<file path="src/rtl/rf_rdpre_pkg.sv">
package rf_rdpre_pkg;

   // Default geometry of the register file read side.
   localparam int unsigned DEF_SLOTS = 4;
   localparam int unsigned DEF_SRCS  = 2;
   localparam int unsigned DEF_BANKS = 4;
   localparam int unsigned DEF_CNT_W = 16;

   // Subbank gating variant.
   typedef enum logic {
      GATE_PORT_ONLY = 1'b0,
      GATE_PORT_BANK = 1'b1
   } gate_mode_e;

endpackage

</file>
<file path="src/rtl/rf_rdpre_port_decode.sv">
module rf_rdpre_port_decode #(
   parameter int unsigned SLOTS = 4,
   parameter int unsigned SRCS  = 2,
   localparam int unsigned PORTS = SLOTS * SRCS,
   localparam int unsigned CW    = $clog2(SLOTS + 1),
   localparam int unsigned PCW   = $clog2(PORTS + 1)
) (
   input  logic [CW-1:0]    issue_count,
   input  logic [PORTS-1:0] src_need,
   output logic [PORTS-1:0] port_req,
   output logic [PCW-1:0]   idle_ports
);

   logic [CW-1:0] eff_count;

   // Clamp out-of-range issue counts to the slot count.
   always_comb begin
      if (issue_count > CW'(SLOTS)) eff_count = CW'(SLOTS);
      else                          eff_count = issue_count;
   end

   for (genvar p = 0; p < PORTS; p++) begin : g_port
      localparam int unsigned SLOT = p / SRCS;
      assign port_req[p] = src_need[p] && (CW'(SLOT) < eff_count);
   end

   always_comb begin
      idle_ports = '0;
      for (int p = 0; p < PORTS; p++) begin
         if (!port_req[p]) idle_ports = idle_ports + PCW'(1);
      end
   end

endmodule

</file>
<file path="src/rtl/rf_rdpre_enable_matrix.sv">
module rf_rdpre_enable_matrix
   import rf_rdpre_pkg::*;
#(
   parameter int unsigned PORTS     = 8,
   parameter int unsigned BANKS     = 4,
   parameter gate_mode_e  GATE_MODE = GATE_PORT_BANK
) (
   input  logic                   clk,
   input  logic                   rst_n,
   input  logic [PORTS-1:0]       port_req,
   input  logic [BANKS-1:0]       bank_dead,
   output logic [PORTS*BANKS-1:0] pre_en
);

   logic [PORTS*BANKS-1:0] en_d;

   for (genvar p = 0; p < PORTS; p++) begin : g_port
      for (genvar b = 0; b < BANKS; b++) begin : g_bank
         if (GATE_MODE == GATE_PORT_BANK) begin : g_gated
            assign en_d[p*BANKS+b] = port_req[p] & ~bank_dead[b];
         end else begin : g_ungated
            assign en_d[p*BANKS+b] = port_req[p];
         end
      end
   end

   always_ff @(posedge clk or negedge rst_n) begin
      if (!rst_n) pre_en <= '0;
      else        pre_en <= en_d;
   end

endmodule

</file>
<file path="src/rtl/rf_rdpre_idle_counter.sv">
module rf_rdpre_idle_counter #(
   parameter int unsigned PCW   = 4,
   parameter int unsigned CNT_W = 16
) (
   input  logic             clk,
   input  logic             rst_n,
   input  logic [PCW-1:0]   idle_ports,
   output logic [CNT_W-1:0] count
);

   logic [CNT_W:0] sum;

   assign sum = {1'b0, count} + {{(CNT_W + 1 - PCW){1'b0}}, idle_ports};

   always_ff @(posedge clk or negedge rst_n) begin
      if (!rst_n)         count <= '0;
      else if (sum[CNT_W]) count <= '1;
      else                count <= sum[CNT_W-1:0];
   end

endmodule

</file>
<file path="src/rtl/rf_rdport_precharge.sv">
module rf_rdport_precharge
   import rf_rdpre_pkg::*;
#(
   parameter int unsigned SLOTS     = DEF_SLOTS,
   parameter int unsigned SRCS      = DEF_SRCS,
   parameter int unsigned BANKS     = DEF_BANKS,
   parameter int unsigned CNT_W     = DEF_CNT_W,
   parameter gate_mode_e  GATE_MODE = GATE_PORT_BANK,
   localparam int unsigned PORTS = SLOTS * SRCS,
   localparam int unsigned CW    = $clog2(SLOTS + 1),
   localparam int unsigned PCW   = $clog2(PORTS + 1)
) (
   input  logic                   clk,
   input  logic                   rst_n,
   input  logic [CW-1:0]          issue_count,
   input  logic [PORTS-1:0]       src_need,
   input  logic [BANKS-1:0]       bank_dead,
   output logic [PORTS*BANKS-1:0] pre_en,
   output logic [CNT_W-1:0]       idle_count
);

   initial begin
      if (SLOTS < 1 || SRCS < 1 || BANKS < 1)
         $fatal(1, "rf_rdport_precharge: SLOTS, SRCS and BANKS must be at least 1");
      if (CNT_W < PCW)
         $fatal(1, "rf_rdport_precharge: CNT_W is too narrow for one cycle of idle ports");
   end

   logic [PORTS-1:0] port_req;
   logic [PCW-1:0]   idle_ports;

   rf_rdpre_port_decode #(
      .SLOTS (SLOTS),
      .SRCS  (SRCS)
   ) u_decode (
      .issue_count (issue_count),
      .src_need    (src_need),
      .port_req    (port_req),
      .idle_ports  (idle_ports)
   );

   rf_rdpre_enable_matrix #(
      .PORTS     (PORTS),
      .BANKS     (BANKS),
      .GATE_MODE (GATE_MODE)
   ) u_matrix (
      .clk       (clk),
      .rst_n     (rst_n),
      .port_req  (port_req),
      .bank_dead (bank_dead),
      .pre_en    (pre_en)
   );

   rf_rdpre_idle_counter #(
      .PCW   (PCW),
      .CNT_W (CNT_W)
   ) u_count (
      .clk        (clk),
      .rst_n      (rst_n),
      .idle_ports (idle_ports),
      .count      (idle_count)
   );

endmodule

</file>
<file path="config.mk">
export PLATFORM = sky130hd
export DESIGN_NAME = rf_rdport_precharge
export DESIGN_NICKNAME = d
export VERILOG_FILES = /design/src/rtl/rf_rdpre_pkg.sv /design/src/rtl/rf_rdpre_port_decode.sv /design/src/rtl/rf_rdpre_enable_matrix.sv /design/src/rtl/rf_rdpre_idle_counter.sv /design/src/rtl/rf_rdport_precharge.sv
export SDC_FILE = /design/constraint.sdc
export NUM_CORES = 1
export LEC_CHECK = 0
export ABC_AREA = 1
export BUFFER_PORTS_ARGS = -buffer_cell sky130_fd_sc_hd__buf_4
export CAP_MARGIN = 20
export CORE_ASPECT_RATIO = 1.25
export CORE_UTILIZATION = 48
export DETAILED_ROUTE_END_ITERATION = 6
export GPL_ROUTABILITY_DRIVEN = 0
export PLACE_DENSITY = 0.76
export RECOVER_POWER = 25
export REMOVE_ABC_BUFFERS = 1
export SETUP_SLACK_MARGIN = 0.15
export SYNTH_ARGS = -nofsm -noshare
export SYNTH_HDL_FRONTEND = slang
export SYNTH_SLANG_ARGS = --single-unit
</file>
<file path="constraint.sdc">
create_clock -name clk -period 1.9 [get_ports clk]
set_clock_uncertainty 0.05 [all_clocks]
set_input_delay 0.095 -clock clk [delete_from_list [all_inputs] [get_ports clk]]
set_output_delay 0.095 -clock clk [all_outputs]
set_load 0.03 [all_outputs]
</file>
==> out/results.tsv <==
metric	value	unit
status	complete, but fails checks	
violated checks	DRC, setup timing	
Data required, critical path	1.99	ns
Leakage	2.30	nW
Die Footprint	0.00565	sq mm
post-route minimum period	4.66	ns
period utilisation layout	245	%
Seq cells post-synth	48	
port bufs	64	
Synth area leader	dfrtp_1	
Routed WL	8.89	mm
CTS tree	done	
FMAX	214	MHz
post-synthesis sequential area ratio	46.8	%
fill count	247	
CP startpoint kind	input pin	
Post-DP Area	0.00356	sq mm
slowest stage delay, CP	0.37	ns
crit path DAT	4.75	ns
1st-pass router iterations	7	
Worst setup EP type	register	
VDD IR-drop max	0.646	mV
Routed Antenna Nets	0	
Buf/Inv on CP	8	
synth unique cells	31	
Main synth FF type	dfrtp_1	
number of synthesized flops with an enable pin	0	
Initial Util	50.2	%
Slew Limit Fails	0	
CTS max path bufs	2	
Final Util	82.3	%
Vias/cell	5.44	
Fin Setup TNS	-41.02	ns
vias in the first global route	2723	
TritonCTS Buffers	5	
Syn. warnings	0	
cell count after synthesis	308	
Avg Cell Area, Syn	8.34	sq um
worst hold path type	input pin to register	
via count	2857	
Mapped Area	0.00257	sq mm
Synth top cells by count	71 x nand2_1, 48 x dfrtp_1, 46 x nor2_1, 38 x inv_1, 24 x nand3_1	
slowest stage cell, crit path	fa_2	
Die H	83.8	microns
Die X	67.4	microns
top-area cell type share of the netlist area	46.8	%
H-tree levels	2	
worst slew pin tran	1.14	ns
Fin. Hold Viols	0	
maxcap violations	0	
DRC Markers	1	
core area	0.00512	sq mm
largest net degree at the start of global routing	49	
Total GRT Usage	27.9	%
NumNets Final	493	
GRT overflow	0	
Final Instance Area	0.00421	sq mm
# rows	29	
root buffer cell	clkbuf_8	
cell family with most CP delay	adder cells	
final setup fails	16	
Clock Sinks	48	
Antenna Cells	0	
Worst Path Class, Setup	input pin to register	
most frequent cell after synthesis	nand2_1	
IO Count	65	
ys async rst share	100	%
hpwl dp	4.76	mm
fin worst setup slack	-2.76	ns
CP Max Fanout	4	
most used cell, CP	nand2_4	
DR WL/cell	16.9	microns
pwr/cell area	1190	mW/mm^2
top cells by area, synth	dfrtp_1 47%, nand2_1 10%, nor2_1 6.7%	
Reg clk slew, reported paths	0.09	ns
unrepaired setup endpoints after global routing	yes	
layout cells sized above 1	48.8	%
DRT iter0 DRCs	274	
Clock Latency Late Sink	0.30	ns
Rel. slew slack	23.8	%
initial antenna violation count	0	
first-pass GRT wire length	12.0	mm
Area Growth Syn to Fin	64.0	%
worst paths after layout:
kind                                   startpoint             endpoint  slack (ns)  cells after the start
min in group asynchronous                   rst_n  u_matrix.pre_en[20]        0.50                      2
worst min-delay path                  src_need[1]   u_matrix.pre_en[6]        0.11                      4
worst max register to register   u_count.count[0]    u_count.count[10]       -0.56                     11
worst min register to register  u_count.count[15]    u_count.count[15]        0.49                      1
max in group asynchronous                   rst_n     u_count.count[8]        0.62                      2
worst max-delay path               issue_count[2]    u_count.count[10]       -2.76                     32
timing repair:
action / CTS / global route
endpoints found under the hold margin: 80 / 0
resized for setup: 36 / 47
buffers inserted: 17 / 6
hold buffers: 5 / 0
pin swaps: 16 / 8
setup endpoints to repair: 16 / 16
layer usage:
layer	up-vias	track usage [%]	share of wire [%]
met2	137	50.5	53
met1	1404	31.1	37
met5	-	0	0
met4	0	11.2	4.5
met3	45	4.23	5.2
li1	1271	-	-
tightest hold or removal path, delay by kind of cell:
| family | cells | cell delay, ns |
|---|---|---|
| buf+inv | 2 | 0.24 |
| simple gates | 1 | 0.04 |
| compound gates | 1 | 0.06 |
final cells by class:
| class | count | area (sq um) | area share [%] |
|---|---|---|---|
| Multi-Input combinational cell | 215 | 1440 | 34.2 |
| Sequential cell | 48 | 1200 | 28.5 |
| Timing Repair Buffer | 152 | 1200 | 28.4 |
| Inverter | 40 | 158 | 3.74 |
| Tap cell | 62 | 77.6 | 1.84 |
| Clock buffer | 5 | 68.8 | 1.63 |
| Clock inverter | 3 | 68.8 | 1.63 |
where the power goes:
group / switching [W] / internal (W) / leakage (nW)
combinational: 0.00152 / 0.00134 / 1.61
clock: 0.000363 / 0.000530 / 0.0687
sequential: 0.000120 / 0.00116 / 0.625
total: 0.00200 / 0.00303 / 2.30
kinds of logic (layout without fill, tap and decap cells):
group | count (synthesis) | count (layout) | share of synthesized area [%]
compound gates | 19 | 19 | 4.34
fa+ha+maj | 14 | 14 | 7.11
buf+inv | 45 | 200 | 6.58
flops | 48 | 48 | 46.8
xor+xnor | 8 | 8 | 2.73
simple gates | 174 | 174 | 32.5
sequential cells by signal, indices dropped and copies added (netlist names):
name and cells:
u_count.count 16, u_matrix.pre_en 32
metrics by stage:
stage / worst slack [ns] / power [W] / instances / hold WS, ns
2_1_floorplan: -3.16 / 0.00243 / 303 / -0.251
3_3_place_gp: -3.09 / 0.00324 / 489 / 0.0757
3_5_place_dp: -3.28 / 0.00331 / 489 / 0.0894
4_1_cts: -2.47 / 0.00451 / 519 / 0.103
5_1_grt: -2.93 / 0.00530 / 525 / 0.118
6_report: -2.76 / 0.00503 / 525 / 0.112
placed cells by master (no fill, tap or decap), types with 2 or more instances in the layout:
cell           count
nand3_2           12
o21ai_1            3
nand2_1           58
clkbuf_8           5
o21ai_2            5
nor2_2             2
buf_4            127
or2_2              2
or2_4              2
ha_4               3
xor2_1             4
bufinv_16          2
nand3b_1           2
clkbuf_1           4
xnor2_1            2
nor2_4             2
nand2_4            8
o21ai_0            3
inv_2              6
nand4_1            3
ha_1               9
nand3_4            3
xnor2_2            2
o21ai_4            3
inv_4              3
buf_6             14
dlygate4sd3_1      5
nor2_1            44
inv_1             31
nand3_1           15
nand2_2           16
a21oi_1            2
dfrtp_1           48
(Power assumes the default switching activity.)
